File: src/rtl/tile_xform.sv
module tile_xform #(
  parameter int PPU_AW  = 13,
  parameter int ROM_AW  = 12,
  parameter int DW      = 8,
  parameter int CTL_BIT = 11,
  parameter int SWAP_BIT = 3,
  parameter int ROW_W   = 3
) (
  input  logic              clk,
  input  logic              rst_n,
  input  logic [PPU_AW-1:0] ppu_addr,
  input  logic [1:0]        mode,
  input  logic              ctl_src_sel,
  input  logic              cpu_wr,
  input  logic              cpu_wd,
  output logic [ROM_AW-1:0] rom_addr,
  input  logic [DW-1:0]     rom_data,
  output logic [DW-1:0]     ppu_data
);
  localparam logic [1:0] M_SWAP = 2'b00;
  localparam logic [1:0] M_VFLP = 2'b01;
  localparam logic [1:0] M_HFLP = 2'b10;
  localparam logic [1:0] M_INV  = 2'b11;

  logic ctl_q;
  logic ctl;
  logic [CTL_BIT-1:0] low_in, low_out;
  logic [DW-1:0] rev;

  always_ff @(posedge clk or negedge rst_n)
    if (!rst_n)      ctl_q <= 1'b0;
    else if (cpu_wr) ctl_q <= cpu_wd;

  assign ctl    = ctl_src_sel ? ctl_q : ppu_addr[CTL_BIT];
  assign low_in = ppu_addr[CTL_BIT-1:0];

  always_comb begin
    low_out = low_in;
    if (mode == M_SWAP) low_out[SWAP_BIT] = low_in[SWAP_BIT] ^ ctl;
    if (mode == M_VFLP) low_out[ROW_W-1:0] = low_in[ROW_W-1:0] ^ {ROW_W{ctl}};
  end

  assign rom_addr = {ppu_addr[PPU_AW-1:CTL_BIT+1], low_out};

  generate
    for (genvar i = 0; i < DW; i++) begin : g_rev
      assign rev[i] = rom_data[DW-1-i];
    end
  endgenerate

  always_comb begin
    case (mode)
      M_HFLP:  ppu_data = ctl ? rev : rom_data;
      M_INV:   ppu_data = rom_data ^ {DW{ctl}};
      default: ppu_data = rom_data;
    endcase
  end

  p_latch_load_r8: assert property (@(posedge clk) disable iff (!rst_n)
    cpu_wr |=> ctl_q == $past(cpu_wd));
  p_latch_hold_r8: assert property (@(posedge clk) disable iff (!rst_n)
    !cpu_wr |=> $stable(ctl_q));
  p_data_pass_r9: assert property (@(posedge clk) disable iff (!rst_n)
    !mode[1] |-> ppu_data == rom_data);
  p_addr_pass_r9: assert property (@(posedge clk) disable iff (!rst_n)
    mode[1] |-> rom_addr == {ppu_addr[PPU_AW-1:CTL_BIT+1], ppu_addr[CTL_BIT-1:0]});
  p_hflip_ends_r5: assert property (@(posedge clk) disable iff (!rst_n)
    (mode == M_HFLP && ctl) |-> (ppu_data[DW-1] == rom_data[0] && ppu_data[0] == rom_data[DW-1]));
  p_inv_whole_r6: assert property (@(posedge clk) disable iff (!rst_n)
    mode == M_INV |-> ($countones(ppu_data ^ rom_data) == 0 || $countones(ppu_data ^ rom_data) == DW));
  p_row_only_r4: assert property (@(posedge clk) disable iff (!rst_n)
    mode == M_VFLP |-> rom_addr[ROM_AW-1:ROW_W] == {ppu_addr[PPU_AW-1:CTL_BIT+1], ppu_addr[CTL_BIT-1:ROW_W]});
endmodule

File: config.mk
export PLATFORM = sky130hd
export DESIGN_NAME = tile_xform
export DESIGN_NICKNAME = d
export VERILOG_FILES = /design/src/rtl/tile_xform.sv
export SDC_FILE = /design/constraint.sdc
export NUM_CORES = 1
export LEC_CHECK = 0
export ABC_AREA = 1
export BUFFER_PORTS_ARGS = -buffer_cell sky130_fd_sc_hd__buf_2
export CORE_MARGIN = 1.5
export CORE_UTILIZATION = 37
export DETAILED_ROUTE_END_ITERATION = 12
export GPL_TIMING_DRIVEN = 0
export HOLD_SLACK_MARGIN = 0.08
export PLACE_DENSITY = 0.78
export SYNTH_ARGS = -nofsm -noshare
export SYNTH_HDL_FRONTEND = slang
export SYNTH_SLANG_ARGS = --single-unit
export TNS_END_PERCENT = 10
File: constraint.sdc
create_clock -name clk -period 1.2 [get_ports clk]
set_clock_uncertainty 0.2 [all_clocks]
set_input_delay 0 -clock clk [delete_from_list [all_inputs] [get_ports clk]]
set_output_delay 0 -clock clk [all_outputs]
set_load 0.02 [all_outputs]
Word-level counts from Yosys, hierarchy flattened
Cells that the tools add are included.
{ "word_totals": {"output_inout_bits": 20, "inputBits": 28, "ff_bits": 1, "wordCells": 13} }
{ "op_classes": {"n_eq_ne": 3, "n_reduce_logical": 1, "muxes": 5, "bitwise_logic": 3} }
{ "ops": {"columns": ["cell", "count"], "rows": [
  ["$pmux 8 s2", 1],
  ["$mux 8", 1],
  ["$xor 8x8->8", 1],
  ["$eq 2x2->1 const B", 2],
  ["$mux 3", 1],
  ["$xor 3x3->3", 1],
  ["$eq 2x1->1 const B", 1],
  ["$logic_not 2->1", 1],
  ["$mux 1", 2],
  ["$xor 1x1->1", 1]
]} }

Longest topological paths before layout
{ "logic_depth": {"ltp_word": 3, "mapped_depth": 7} }

Worst setup path after synthesis
Ideal clock, no wire load.
{ "synth_timing": {"path_kind": "register to output", "startpoint": "register ctl_q", "endpoint": "output ppu_data[3]", "arrival_ps": 999, "stages_incl_launch_ff": 7, "path_buffers": 1, "required_time_ps": 1000, "path_slack_ps": 1, "cell_sequence": "dfrtp_1 > nand2_2 > nand2_4 > buf_8 > nand2_1 > nand3_1 > nand3_1"} }
{ "synth_between": {"elab_chain_len": 3} }
{ "synth_rtl": {"columns": ["element", "line", "source"], "rows": [
  ["from (decl)", "25", "logic ctl_q;"],
  ["from (signal assigned)", "32", "else if (cpu_wr) ctl_q <= cpu_wd;"],
  ["$mux 1 (*)", "34", "assign ctl = ctl_src_sel ? ctl_q : ppu_addr[CTL_BIT];"],
  ["$xor 8x8->8 / $mux 8 (equally long branches)", "54, 53", null],
  ["$pmux 8 s2 (*)", "52", "case (mode)"],
  ["to (decl)", "18", "output logic [DW-1:0] ppu_data"]
]} }
Every way passes the cells marked *; elsewhere a longest branch is shown, timed or not.

Final worst setup path
{ "layout_timing": {"startpoint": "register ctl_q", "endpoint": "output ppu_data[5]"} }
The elaborated chain is that of the path after synthesis.

==> impl_metrics.env <==
export IMPL_postSynthAreaPerCell_um2=5.17
export IMPL_final_common_cell="buf_2"
export IMPL_clk_latency_ns=0
export IMPL_grt_pass1_wl_um=3020
export IMPL_worst_pin_slew_ns=0.274
export IMPL_ff_latch_area_um2=25.0
export IMPL_antenna_cells=0
export IMPL_cp_cell_sequence="nand2_4, buf_6, nand3_1, nand3_1, nand3_2, buf_6"
export IMPL_max_stage_delay_ns=0.38
export IMPL_yosysWarnings=0
export IMPL_ir_drop_mv=0.326
export IMPL_antenna_found_initial=0
export IMPL_layout_common_cells="buf_2 (30), nand2_1 (23), nand3_2 (22), nand3_1 (20), inv_1 (16)"
export IMPL_place_congestion=0.781
export IMPL_cp_top_family="simple AND/OR/NAND/NOR gates"
export IMPL_grt_max_degree=11
export IMPL_io_buffers=39
export IMPL_n_fill_cell=80
export IMPL_rsz0062_at_grt="yes"
export IMPL_fp_row_count=13
export IMPL_setup_violations=12
export IMPL_drt_initial_drc_count=27
export IMPL_regMostFlops="ctl_q"
export IMPL_synth_top_area_share_pct=37.7
export IMPL_tns_ns=-0.715
export IMPL_setup_ws_ns=-0.0934
export IMPL_ys_seq_area_share_pct=4.48
export IMPL_drive_above_1_share_pct=53.1
export IMPL_crit_type="register to output port"
export IMPL_finalMaxSlewViolations=0
export IMPL_die_area_um2=1750
export IMPL_netlist_area_um2=558
export IMPL_slew_headroom_pct=81.7
export IMPL_multi_input_area_um2=537
export IMPL_core_area_um2=1350
export IMPL_wl_um=2340
export IMPL_io_pins=48
export IMPL_crit_arrival_ns=1.09
export IMPL_violations="negative setup slack"
export IMPL_top_regs="ctl_q (1)"
export IMPL_drv_cap=0
export IMPL_initial_core_util_pct=41.3
export IMPL_cp_slowest_cell="dfrtp_1"
export IMPL_postLayoutCoreUtil_pct=85.0
export IMPL_largest_reg_flops=1
export IMPL_synthDistinctLibCells=13
export IMPL_grt_pass1_vias=781
export IMPL_period_share_pct=108
export IMPL_areaGrowthSynthToFinish_pct=106
export IMPL_vias=927
export IMPL_pre_cts_ws_ns=-0.144
export IMPL_firstDrtPassIters=4
export IMPL_fmax_ghz=0.773
export IMPL_period_needed_ns=1.29
export IMPL_end_kind="output port"
export IMPL_globalRouteOverflowTotal=0
export IMPL_required_ns=1.00
export IMPL_syn_inst=108
export IMPL_finalNonFillerCells=177
export IMPL_routedWlPerCell_um=13.2
export IMPL_nNetsFinal=192
export IMPL_dp_cells=162
export IMPL_post_dp_hpwl_um=1280
export IMPL_ant_nets=0
export IMPL_synth_seq_cells=1
export IMPL_grtUsageTotal_pct=20.3
export IMPL_hold_viol_final=0
export IMPL_powerDensity_nw_per_um2=502
export IMPL_die_w_um=41.8
export IMPL_min_path_type="primary input to async pin"
export IMPL_drc_errors=0
export IMPL_critPathLaunchType="register"
export IMPL_synth_area_leaders="nand3_1 (38%), nand2_1 (19%), buf_4 (11%)"
export IMPL_status="finished with violations"
export IMPL_syn_num_nets=136
export IMPL_clk_pin_slew_worst_paths_ns=0
export IMPL_vias_per_cell=5.24
export IMPL_p_leak_nw=0.661
export IMPL_path_buf_inv=2
export IMPL_path_max_fanout=5
export IMPL_die_y_um=41.8
export IMPL_synth_largest_area_cell="nand3_1"
worst register-to-register path, cell delays in order (launching register included):
cell and delay, ns:
dfrtp_1 0.38, inv_1 0.12, o21ai_0 0.09
stage by stage:
stage	power, mW	cell area [µm²]	hold WS, ns
after floorplan	0.281	558	-0.496
after global placement	0.392	772	-0.426
after detailed placement	0.400	772	-0.424
after CTS	0.481	971	0.114
after global routing	0.611	1150	0.140
final	0.576	1150	0.123
cell type report:
type,instances,area share [%]
Inverter,18,5.89
Buffer,10,6.98
Tap cell,15,1.64
Sequential cell,1,2.18
Timing Repair Buffer,54,36.5
Multi-Input combinational cell,79,46.8
routing by layer:
layer  vias to the layer above  routed length, µm  share of wire [%]  GRT usage (%)
li1                        458                  -                  -              -
met1                       430                943                 40           25.3
met2                        37               1300                 55           38.1
met3                         2                 83                3.6          0.435
met4                         0                 12               0.51           4.52
met5                         -                  0                  0              0
report_power, final:
group | internal (mW) | switching [mW] | leakage (nW) | total [mW]
clock network | 0 | 0 | 0 | 0
registers | 0.0374 | 0.00303 | 0.0121 | 0.0404
logic | 0.245 | 0.291 | 0.649 | 0.535
synthesized netlist by cell type:
| library cell | count |
|---|---|
| nand3_1 | 42 |
| inv_1 | 16 |
| inv_2 | 2 |
| buf_4 | 8 |
| o21ai_0 | 1 |
| nand2_4 | 2 |
| nand4_1 | 4 |
| nand2_2 | 1 |
| dfrtp_1 | 1 |
| nand2_1 | 28 |
| nor2_4 | 1 |
| buf_2 | 1 |
| buf_8 | 1 |
worst paths after layout:
check | startpoint | endpoint | slack (ns) | cells after the start
worst min register to register | ctl_q | ctl_q | 0.45 | 2
worst min-delay path | rst_n | ctl_q | 0.12 | 2
worst max-delay path | ctl_q | ppu_data[5] | -0.09 | 6
worst max register to register | ctl_q | ctl_q | 0.27 | 2
min in group clk | rom_data[7] | ppu_data[7] | 0.13 | 4
max in group asynchronous | rst_n | ctl_q | 0.59 | 2
cell families after synthesis:
group	Yosys count	share of synthesized area, %
flip-flops	1	4.48
AO/OA/AOI/OAI	1	0.896
AND/OR/NAND/NOR	78	68.2
buffers and inverters	28	26.5
timing repair:
action	in CTS	in global routing
pin swaps	1	14
cloned	0	1
buffers inserted	3	0
hold endpoints to repair	10	0
hold buffers	11	0
gates resized for setup	19	34
endpoints found under the setup margin	12	12
Power figures use the tool's default switching activity.
